**src/rtl/dvfs_pkg.sv**
```systemverilog
package dvfs_pkg;
    parameter int LVL_N = 4;
    parameter int LVL_W = $clog2(LVL_N);
    parameter int REQ_W = LVL_W + 1;
    parameter int VC_W  = 8;
    parameter int NCH   = 4;

    typedef logic [LVL_W-1:0] lvl_t;
    typedef logic [VC_W-1:0]  vcode_t;

    typedef enum logic [2:0] {
        ST_IDLE, ST_VUP_C, ST_VUP_I, ST_CLK1, ST_CLK2, ST_VDN_C, ST_VDN_I
    } seq_st_e;

    typedef struct packed {
        logic bad;
        logic same;
        logic up;
        logic full;
    } plan_t;

    // core rail: 1200 mV minus 100 mV per level, in 12.5 mV units
    function automatic vcode_t core_code(lvl_t l);
        int mv;
        mv = 1200 - 100 * int'(l);
        return vcode_t'((mv * 2) / 25);
    endfunction

    // internal rail: 1100 mV on the two fast levels, 1000 mV otherwise
    function automatic vcode_t int_code(lvl_t l);
        int mv;
        mv = (int'(l) < 2) ? 1100 : 1000;
        return vcode_t'((mv * 2) / 25);
    endfunction
endpackage

```
**src/rtl/dvfs_route.sv**
```systemverilog
module dvfs_route
    import dvfs_pkg::*;
(
    input  lvl_t             cur,
    input  logic [REQ_W-1:0] tgt,
    output plan_t            plan
);
    lvl_t tl;
    assign tl = tgt[LVL_W-1:0];

    always_comb begin
        plan.bad  = (int'(tgt) >= LVL_N);
        plan.same = !plan.bad && (tl == cur);
        plan.up   = !plan.bad && (tl < cur);
        plan.full = (tl == '0) || (cur == '0);
    end
endmodule

```
**src/rtl/dvfs_hs.sv**
```systemverilog
module dvfs_hs (
    input  logic clk,
    input  logic rst,
    input  logic act,
    input  logic ack,
    output logic stb,
    output logic fin
);
    logic issued;

    assign stb = act && !issued;
    assign fin = act && issued && ack;

    always_ff @(posedge clk) begin
        if (rst || !act) issued <= 1'b0;
        else if (stb)    issued <= 1'b1;
    end


    hs_single_chk: assert property (@(posedge clk) disable iff (rst)
        stb |=> !stb);
endmodule

```
**src/rtl/dvfs_seq_ctrl.sv**
```systemverilog
module dvfs_seq_ctrl
    import dvfs_pkg::*;
#(
    parameter int INIT_LVL = 3
) (
    input  logic             clk,
    input  logic             rst,
    input  logic             req_i,
    input  logic [REQ_W-1:0] tgt_lvl_i,
    output logic             vcore_stb_o,
    output logic             vint_stb_o,
    output logic [VC_W-1:0]  vcore_code_o,
    output logic [VC_W-1:0]  vint_code_o,
    input  logic             volt_ack_i,
    output logic             div_stb_o,
    input  logic             div_done_i,
    output logic             pll_stb_o,
    output logic             pll_full_o,
    input  logic             pll_done_i,
    output logic [LVL_W-1:0] nxt_lvl_o,
    output logic [LVL_W-1:0] cur_lvl_o,
    output logic             done_o,
    output logic             err_o
);
    localparam lvl_t RST_LVL = lvl_t'(INIT_LVL);

    seq_st_e st_q, st_d;
    lvl_t    cur_q, tgt_q, tgt_nx;
    logic    up_q, full_q, done_q, err_q;
    vcode_t  vc_q, vi_q;
    plan_t   plan;

    logic [NCH-1:0] act_v, ack_v, stb_v, fin_v;
    logic           clk_fin;

    dvfs_route u_route (.cur(cur_q), .tgt(tgt_lvl_i), .plan(plan));

    // channel order: 0 core rail, 1 internal rail, 2 dividers, 3 PLL
    assign act_v[0] = (st_q == ST_VUP_C) || (st_q == ST_VDN_C);
    assign act_v[1] = (st_q == ST_VUP_I) || (st_q == ST_VDN_I);
    assign act_v[2] = (st_q == ST_CLK1 && up_q) || (st_q == ST_CLK2 && !up_q);
    assign act_v[3] = (st_q == ST_CLK1 && !up_q) || (st_q == ST_CLK2 && up_q);
    assign ack_v    = {pll_done_i, div_done_i, volt_ack_i, volt_ack_i};

    for (genvar k = 0; k < NCH; k++) begin : g_ch
        dvfs_hs u_hs (
            .clk(clk), .rst(rst), .act(act_v[k]), .ack(ack_v[k]),
            .stb(stb_v[k]), .fin(fin_v[k])
        );
    end

    assign clk_fin = fin_v[2] || fin_v[3];
    assign tgt_nx  = (st_q == ST_IDLE) ? tgt_lvl_i[LVL_W-1:0] : tgt_q;

    always_comb begin
        st_d = st_q;
        unique case (st_q)
            ST_IDLE:  if (req_i && !plan.bad && !plan.same)
                          st_d = plan.up ? ST_VUP_C : ST_CLK1;
            ST_VUP_C: if (fin_v[0]) st_d = ST_VUP_I;
            ST_VUP_I: if (fin_v[1]) st_d = ST_CLK1;
            ST_CLK1:  if (clk_fin)  st_d = ST_CLK2;
            ST_CLK2:  if (clk_fin)  st_d = up_q ? ST_IDLE : ST_VDN_C;
            ST_VDN_C: if (fin_v[0]) st_d = ST_VDN_I;
            ST_VDN_I: if (fin_v[1]) st_d = ST_IDLE;
            default:                st_d = ST_IDLE;
        endcase
    end

    always_ff @(posedge clk) begin
        if (rst) begin
            st_q   <= ST_IDLE;
            cur_q  <= RST_LVL;
            tgt_q  <= RST_LVL;
            up_q   <= 1'b0;
            full_q <= 1'b0;
            vc_q   <= core_code(RST_LVL);
            vi_q   <= int_code(RST_LVL);
            done_q <= 1'b0;
            err_q  <= 1'b0;
        end else begin
            st_q   <= st_d;
            done_q <= 1'b0;
            err_q  <= 1'b0;
            if (st_q == ST_IDLE && req_i) begin
                if (plan.bad)       err_q  <= 1'b1;
                else if (plan.same) done_q <= 1'b1;
                else begin
                    tgt_q  <= tgt_nx;
                    up_q   <= plan.up;
                    full_q <= plan.full;
                end
            end
            if (st_d != st_q && (st_d == ST_VUP_C || st_d == ST_VDN_C))
                vc_q <= core_code(tgt_nx);
            if (st_d != st_q && (st_d == ST_VUP_I || st_d == ST_VDN_I))
                vi_q <= int_code(tgt_nx);
            if (st_q != ST_IDLE && st_d == ST_IDLE) begin
                done_q <= 1'b1;
                cur_q  <= tgt_q;
            end
        end
    end

    assign vcore_stb_o  = stb_v[0];
    assign vint_stb_o   = stb_v[1];
    assign div_stb_o    = stb_v[2];
    assign pll_stb_o    = stb_v[3];
    assign pll_full_o   = full_q;
    assign vcore_code_o = vc_q;
    assign vint_code_o  = vi_q;
    assign nxt_lvl_o    = tgt_q;
    assign cur_lvl_o    = cur_q;
    assign done_o       = done_q;
    assign err_o        = err_q;


    one_strobe_chk: assert property (@(posedge clk) disable iff (rst)
        $onehot0(stb_v));


    lvl_hold_chk: assert property (@(posedge clk) disable iff (rst)
        !done_o |-> $stable(cur_lvl_o));


    vcore_hold_chk: assert property (@(posedge clk) disable iff (rst)
        !$stable(vcore_code_o) |-> vcore_stb_o);


    vint_hold_chk: assert property (@(posedge clk) disable iff (rst)
        !$stable(vint_code_o) |-> vint_stb_o);


    pll_full_chk: assert property (@(posedge clk) disable iff (rst)
        pll_stb_o |-> (pll_full_o == (cur_q == '0 || tgt_q == '0)));


    busy_req_chk: assert property (@(posedge clk) disable iff (rst)
        (st_q != ST_IDLE && req_i) |=> $stable(tgt_q));


    volt_up_chk: assert property (@(posedge clk) disable iff (rst)
        (vcore_stb_o && up_q) |-> (tgt_q < cur_q));
endmodule

```
**config.mk**
```make
export PLATFORM = sky130hd
export DESIGN_NAME = dvfs_seq_ctrl
export DESIGN_NICKNAME = d
export VERILOG_FILES = /design/src/rtl/dvfs_pkg.sv /design/src/rtl/dvfs_route.sv /design/src/rtl/dvfs_hs.sv /design/src/rtl/dvfs_seq_ctrl.sv
export SDC_FILE = /design/constraint.sdc
export NUM_CORES = 1
export LEC_CHECK = 0
export BUFFER_PORTS_ARGS = -buffer_cell sky130_fd_sc_hd__buf_4
export CORE_MARGIN = 2
export CORE_UTILIZATION = 35
export DETAILED_ROUTE_END_ITERATION = 7
export SYNTH_ARGS = -nofsm -noshare
export SYNTH_HDL_FRONTEND = slang
export SYNTH_SLANG_ARGS = --single-unit
export TNS_END_PERCENT = 100
```
**constraint.sdc**
```tcl
create_clock -name clk -period 2.7 [get_ports clk]
set_clock_uncertainty 0.1 [all_clocks]
set_input_delay 0.135 -clock clk [delete_from_list [all_inputs] [get_ports clk]]
set_output_delay 0.135 -clock clk [all_outputs]
set_load 0.01 [all_outputs]
```
After elaboration in Yosys (flattened, before gate mapping)
Index checks and enable logic that the tools add are counted.

Equal/unequal tests: 12. Div/mod/pow operators: 2. Reductions and logical operators: 54. Mux-type cells: 17. Multipliers: 1. $lt $le $gt $ge: 3. Bitwise operators: 3. $add $sub $neg: 1.

Operators by type and width (number): $div A32 B6 Y32 const B (2); $logic_and A1 B1 Y1 (24); $mux W3 (8); $pmux W3 S7 (1); $eq A3 B3 Y1 const B (5); $logic_or A1 B1 Y1 (12); $sub A11 B9 Y12 const A (1); $logic_not A1 Y1 (11); $mux W11 (1); $eq A3 B2 Y1 const B (3); $mul A5 B2 Y7 const A (1); $eq A3 B1 Y1 const B (2); $logic_not A3 Y1 (2); $mux W1 (5); $logic_not A2 Y1 (2); $mux W2 (2); $ge A3 B3 Y1 const B (1); $ne A3 B3 Y1 (1); $not A1 Y1 (3); $reduce_and A3 Y1 (1); $reduce_bool A3 Y1 (1); $eq A2 B2 Y1 (1); $lt A2 B2 Y1 (1); $lt A2 B2 Y1 const B (1); $reduce_or A2 Y1 (1).

Output and inout bits: 27. Input bits: 9. Register bits: 31. Logic and storage cells: 106.

Longest topological paths before layout
Depth in word-level cells: 11. Gate-level depth with buffers: 10. Mapped depth without buffers: 9.

Modules after synthesis
Synthesis repeated with hierarchy kept, for this count alone.

Cell total of the unflattened synthesis: 156. Area total of the unflattened synthesis: 1450.1 sq um.

Modules (own cells, without submodules): dvfs_seq_ctrl (cells each 130, seq. area each 400.4 sq um, instances 1, area each 1213.7 sq um); dvfs_hs (cells each 4, seq. area each 20.0 sq um, instances 4, area each 42.5 sq um); dvfs_route (cells each 10, seq. area each 0.0 sq um, instances 1, area each 66.3 sq um).

Worst setup path before layout
Ideal clock, no wire load.

Kind: register -> register. Start point: reg st_q[1]. End point: reg vc_q[0], in the netlist vcore_code_o[0]. Arrival: 2.743 ns. Cell stages (with the launch flop): 11. Data required time: 2.526 ns. Path slack: -0.217 ns. Clock period less this slack: 2.917 ns. Library setup time: 0.074 ns. Buffers on the path: 1. Cells stage by stage: dfxtp_1 > buf_2 > nor3_1 > mux2i_1 > inv_1 > ha_1 > nor3b_1 > a211oi_1 > o21ai_0 > or4_4 > o21ai_0.

RTL lines: start: declaration (line dvfs_seq_ctrl.sv:27) `seq_st_e st_q, st_d;`; start signal: assignment (line dvfs_seq_ctrl.sv:82) `st_q <= st_d;`; $logic_not A3 Y1 (line dvfs_seq_ctrl.sv:53) `assign tgt_nx = (st_q == ST_IDLE) ? tgt_lvl_i[LVL_W-1:0] : tgt_q;`; $mux W2 (line dvfs_seq_ctrl.sv:53); named net tgt_nx[1] (line dvfs_seq_ctrl.sv:28) `lvl_t cur_q, tgt_q, tgt_nx;`; $mul A5 B2 Y7 (line dvfs_pkg.sv:25) `mv = 1200 - 100 * int'(l);`; $sub A11 B9 Y12 (line dvfs_pkg.sv:25); $div A32 B6 Y32 (line dvfs_pkg.sv:26) `return vcode_t'((mv * 2) / 25);`; end signal: assignment (line dvfs_seq_ctrl.sv:77) `vc_q <= core_code(RST_LVL);`; end signal: assignment (line dvfs_seq_ctrl.sv:95) `vc_q <= core_code(tgt_nx);`; end: declaration (line dvfs_seq_ctrl.sv:30) `vcode_t vc_q, vi_q;`.

The timed path passes the listed nets, and every way through them passes these cells. A chain may end at the register's enable or synchronous reset.

Worst setup path after layout
Start point: reg st_q[0]. End point: reg vc_q[1], in the netlist vcore_code_o[1].

Same word-level chain as after synthesis.

==> run_results.csv <==
group,metric,value,unit
cts,clock_latency,0.27,ns
layout,final_common_cell,"buf_4",
worst_setup_path,start_kind,"register",
layout,final_cells,229,
worst_setup_path,path_max_fanout,4,
cts,root_buffer,"clkbuf_8",
worst_setup_path,rr_worst_depth,8,
synthesis,ys_warn_count,0,
cts,cts_max_path_buffers,2,
synthesis,syn_area,1290,µm²
grt,grt_pass1_vias,1097,
sta,setup_viol_count_final,0,
layout,fillerInstances,363,
cts,cts_tree,"yes",
hold_path,hold_path_class,"input port to register",
sta,max_slew.worst_pin.slew,0.835,ns
sta,hold_viol,0,
cts,cts_hold_buf,0,
sta,timing.final.ws_setup,0.135,ns
synthesis,ys_seq_elements,24,
layout,drive_gt1_frac,0.282,
placement,place_ws,0.0209,ns
layout,antenna_cells,0,
layout,layout.nets,199,
route,drc,0,
worst_setup_path,arrival,2.66,ns
route,drt_iter0_drc,49,
sta,post-route-period-util,0.950,
placement,gp_congestion,0.818,
sta,slew_headroom,0.436,
grt,grt_antenna_before_repair,0,
grt,grt_pass1_wl,4780,µm
die,boundaryPins,36,
hold_path,hold_depth,2,
pwr,powerDensity,498,nW/µm²
grt,grt.busiest_layer,"met2",
layout,area_growth,26.3,%
placement,dp_hpwl,2210,µm
placement,post-place-cells,223,
cts,cts_max_level,1,
grt,gr-usage-met3,0.0278,
grt,grt_usage,0.144,
route,via_per_inst,4.86,
die,start_util,0.359,
layout,utilization,0.453,
cts,clkSinkCount,24,
outcome,status,"complete, no violations",
route,routed_wl,2920,µm
layout,final_cell_mix,"buf_4, dfxtp_1, nor2_1",
synthesis,netlist_instances,149,
pwr,power_leakage,0.740,nW
die,dieArea,4200,µm²
worst_setup_path,cp.required,2.80,ns
worst_setup_path,crit_type,"register to register",
pwr,p_total,814,µW
die,core_area,3610,µm²
route,num_vias,1114,
grt,grt_util_met1,0.176,
grt,grt_max_degree,21,
cts,numCtsBuffers,3,
worst_setup_path,critPathCaptureType,"register",
die,die_w,64.8,µm
cts,clkTransAtPathRegs,0.09,ns
grt,grt_overflow,0,
synthesis,syn-mean-instance-area,8.68,µm²
sta,finalCriticalPeriod,2.56,ns
synthesis,ys_seq_area_frac,0.371,
sta,max_freq,0.390,GHz
job,maxCapViolations,0,
sta,grt_setup_unrepaired,"no",
route,dr.pass1.iters,4,
grt,met2_usage,0.249,
route,antenna_left,0,
placement,port_buffers,28,
die,die_y,64.8,µm
sta,slew_viol_final,0,
synthesis,synth_cell_types,39,
pwr,vdd_drop_max,0.000243,V
route,routedWlPerCell,12.7,µm
die,rows,22,
sta,fin_tns_setup,0,ns
state kept, by name, indices dropped and copies added, names as in the netlist:
name / count
vcore_code_o: 8
g_ch.u_hs.issued: 4
st_q: 3
cur_lvl_o: 2
nxt_lvl_o: 2
done_o: 1
err_o: 1
pll_full_o: 1
up_q: 1
vint_code_o: 1
critical path, stage by stage (launching register included):
cell	delay [ns]
dfxtp_1	0.35
nor3_4	0.30
mux2i_2	0.33
inv_1	0.13
ha_1	0.34
a211oi_2	0.20
o21ai_0	0.11
or4_4	0.54
o21ai_0	0.09
final timing paths:
kind | start | end | slack (ns)
worst min-delay path | tgt_lvl_i[2] | err_o | 0.06
worst min register to register | vcore_code_o[6] | vcore_code_o[6] | 0.36
worst max register to register | st_q[0] | vcore_code_o[1] | 0.14
worst max-delay path | st_q[0] | vcore_code_o[1] | 0.14
timing repair:
item | in CTS | in global routing
hold endpoints to repair | 0 | 0
resized for setup | 0 | 3
endpoints found under the setup margin | 0 | 3
buffers inserted | 0 | 2
metrics by stage:
step | hold WS, ns | cell area, µm²
after floorplan | 0.198 | 1330
after global placement | 0.332 | 1550
after detailed placement | 0.336 | 1550
after CTS | 0.0531 | 1610
after global routing | 0.0484 | 1630
final | 0.0607 | 1630
routing by layer:
layer  wire length [µm]  vias up
li1                   -      572
met1               1360      519
met2               1440       21
met3                 95        2
met4                 20        0
met5                  0        -
cell usage after synthesis:
master / n / area share
dfxtp_1: 24 / 0.37
mux2i_1: 7 / 0.054
or4b_4: 1 / 0.011
nor3b_1: 2 / 0.012
a211oi_1: 2 / 0.012
nand2b_1: 3 / 0.015
ha_1: 8 / 0.077
a211o_1: 2 / 0.014
clkbuf_1: 3 / 0.0087
nand4_1: 2 / 0.0097
o211a_1: 1 / 0.0077
o21ai_0: 11 / 0.043
buf_4: 7 / 0.041
o22a_1: 1 / 0.0068
nand4b_1: 1 / 0.0068
a31oi_1: 4 / 0.019
nand2_1: 12 / 0.035
o211ai_2: 1 / 0.0097
nor2_1: 16 / 0.046
nor2b_1: 2 / 0.0097
buf_2: 2 / 0.0077
buf_6: 2 / 0.017
inv_1: 6 / 0.017
nor4b_1: 1 / 0.0068
o22ai_1: 1 / 0.0048
conb_1: 2 / 0.0058
a21o_1: 1 / 0.0058
and3b_1: 1 / 0.0068
o311ai_0: 1 / 0.0068
and3_1: 1 / 0.0048
nor3_1: 3 / 0.012
nand3_1: 4 / 0.015
o211ai_1: 2 / 0.012
a21boi_0: 2 / 0.012
a21oi_1: 6 / 0.023
nor2_2: 1 / 0.0048
or4_4: 1 / 0.0087
o311a_4: 1 / 0.016
or3_1: 1 / 0.0048
power breakdown:
| group | internal (mW) | total, mW | switching, mW | leakage, nW |
|---|---|---|---|---|
| Sequential | 0.367 | 0.379 | 0.0120 | 0.195 |
| Combinational | 0.0893 | 0.191 | 0.101 | 0.516 |
| Clock | 0.130 | 0.245 | 0.114 | 0.0288 |
cell type report:
class                           count  area (µm²)  area share
Multi-Input combinational cell    110         737       0.451
Tap cell                           48        60.1      0.0368
Sequential cell                    24         482       0.295
Clock buffer                        4        55.1      0.0337
Inverter                            6        22.5      0.0138
Timing Repair Buffer               37         278       0.170
kinds of logic after synthesis:
group | Yosys count | synth area share
and+or+nand+nor | 52 | 0.208
AOI/OAI and AO/OA | 36 | 0.191
DFF | 24 | 0.371
buffers and inverters | 20 | 0.0919
adders and majority gates | 8 | 0.0774
muxes | 7 | 0.0542
other | 2 | 0.00580
(Power assumes the default switching activity.)
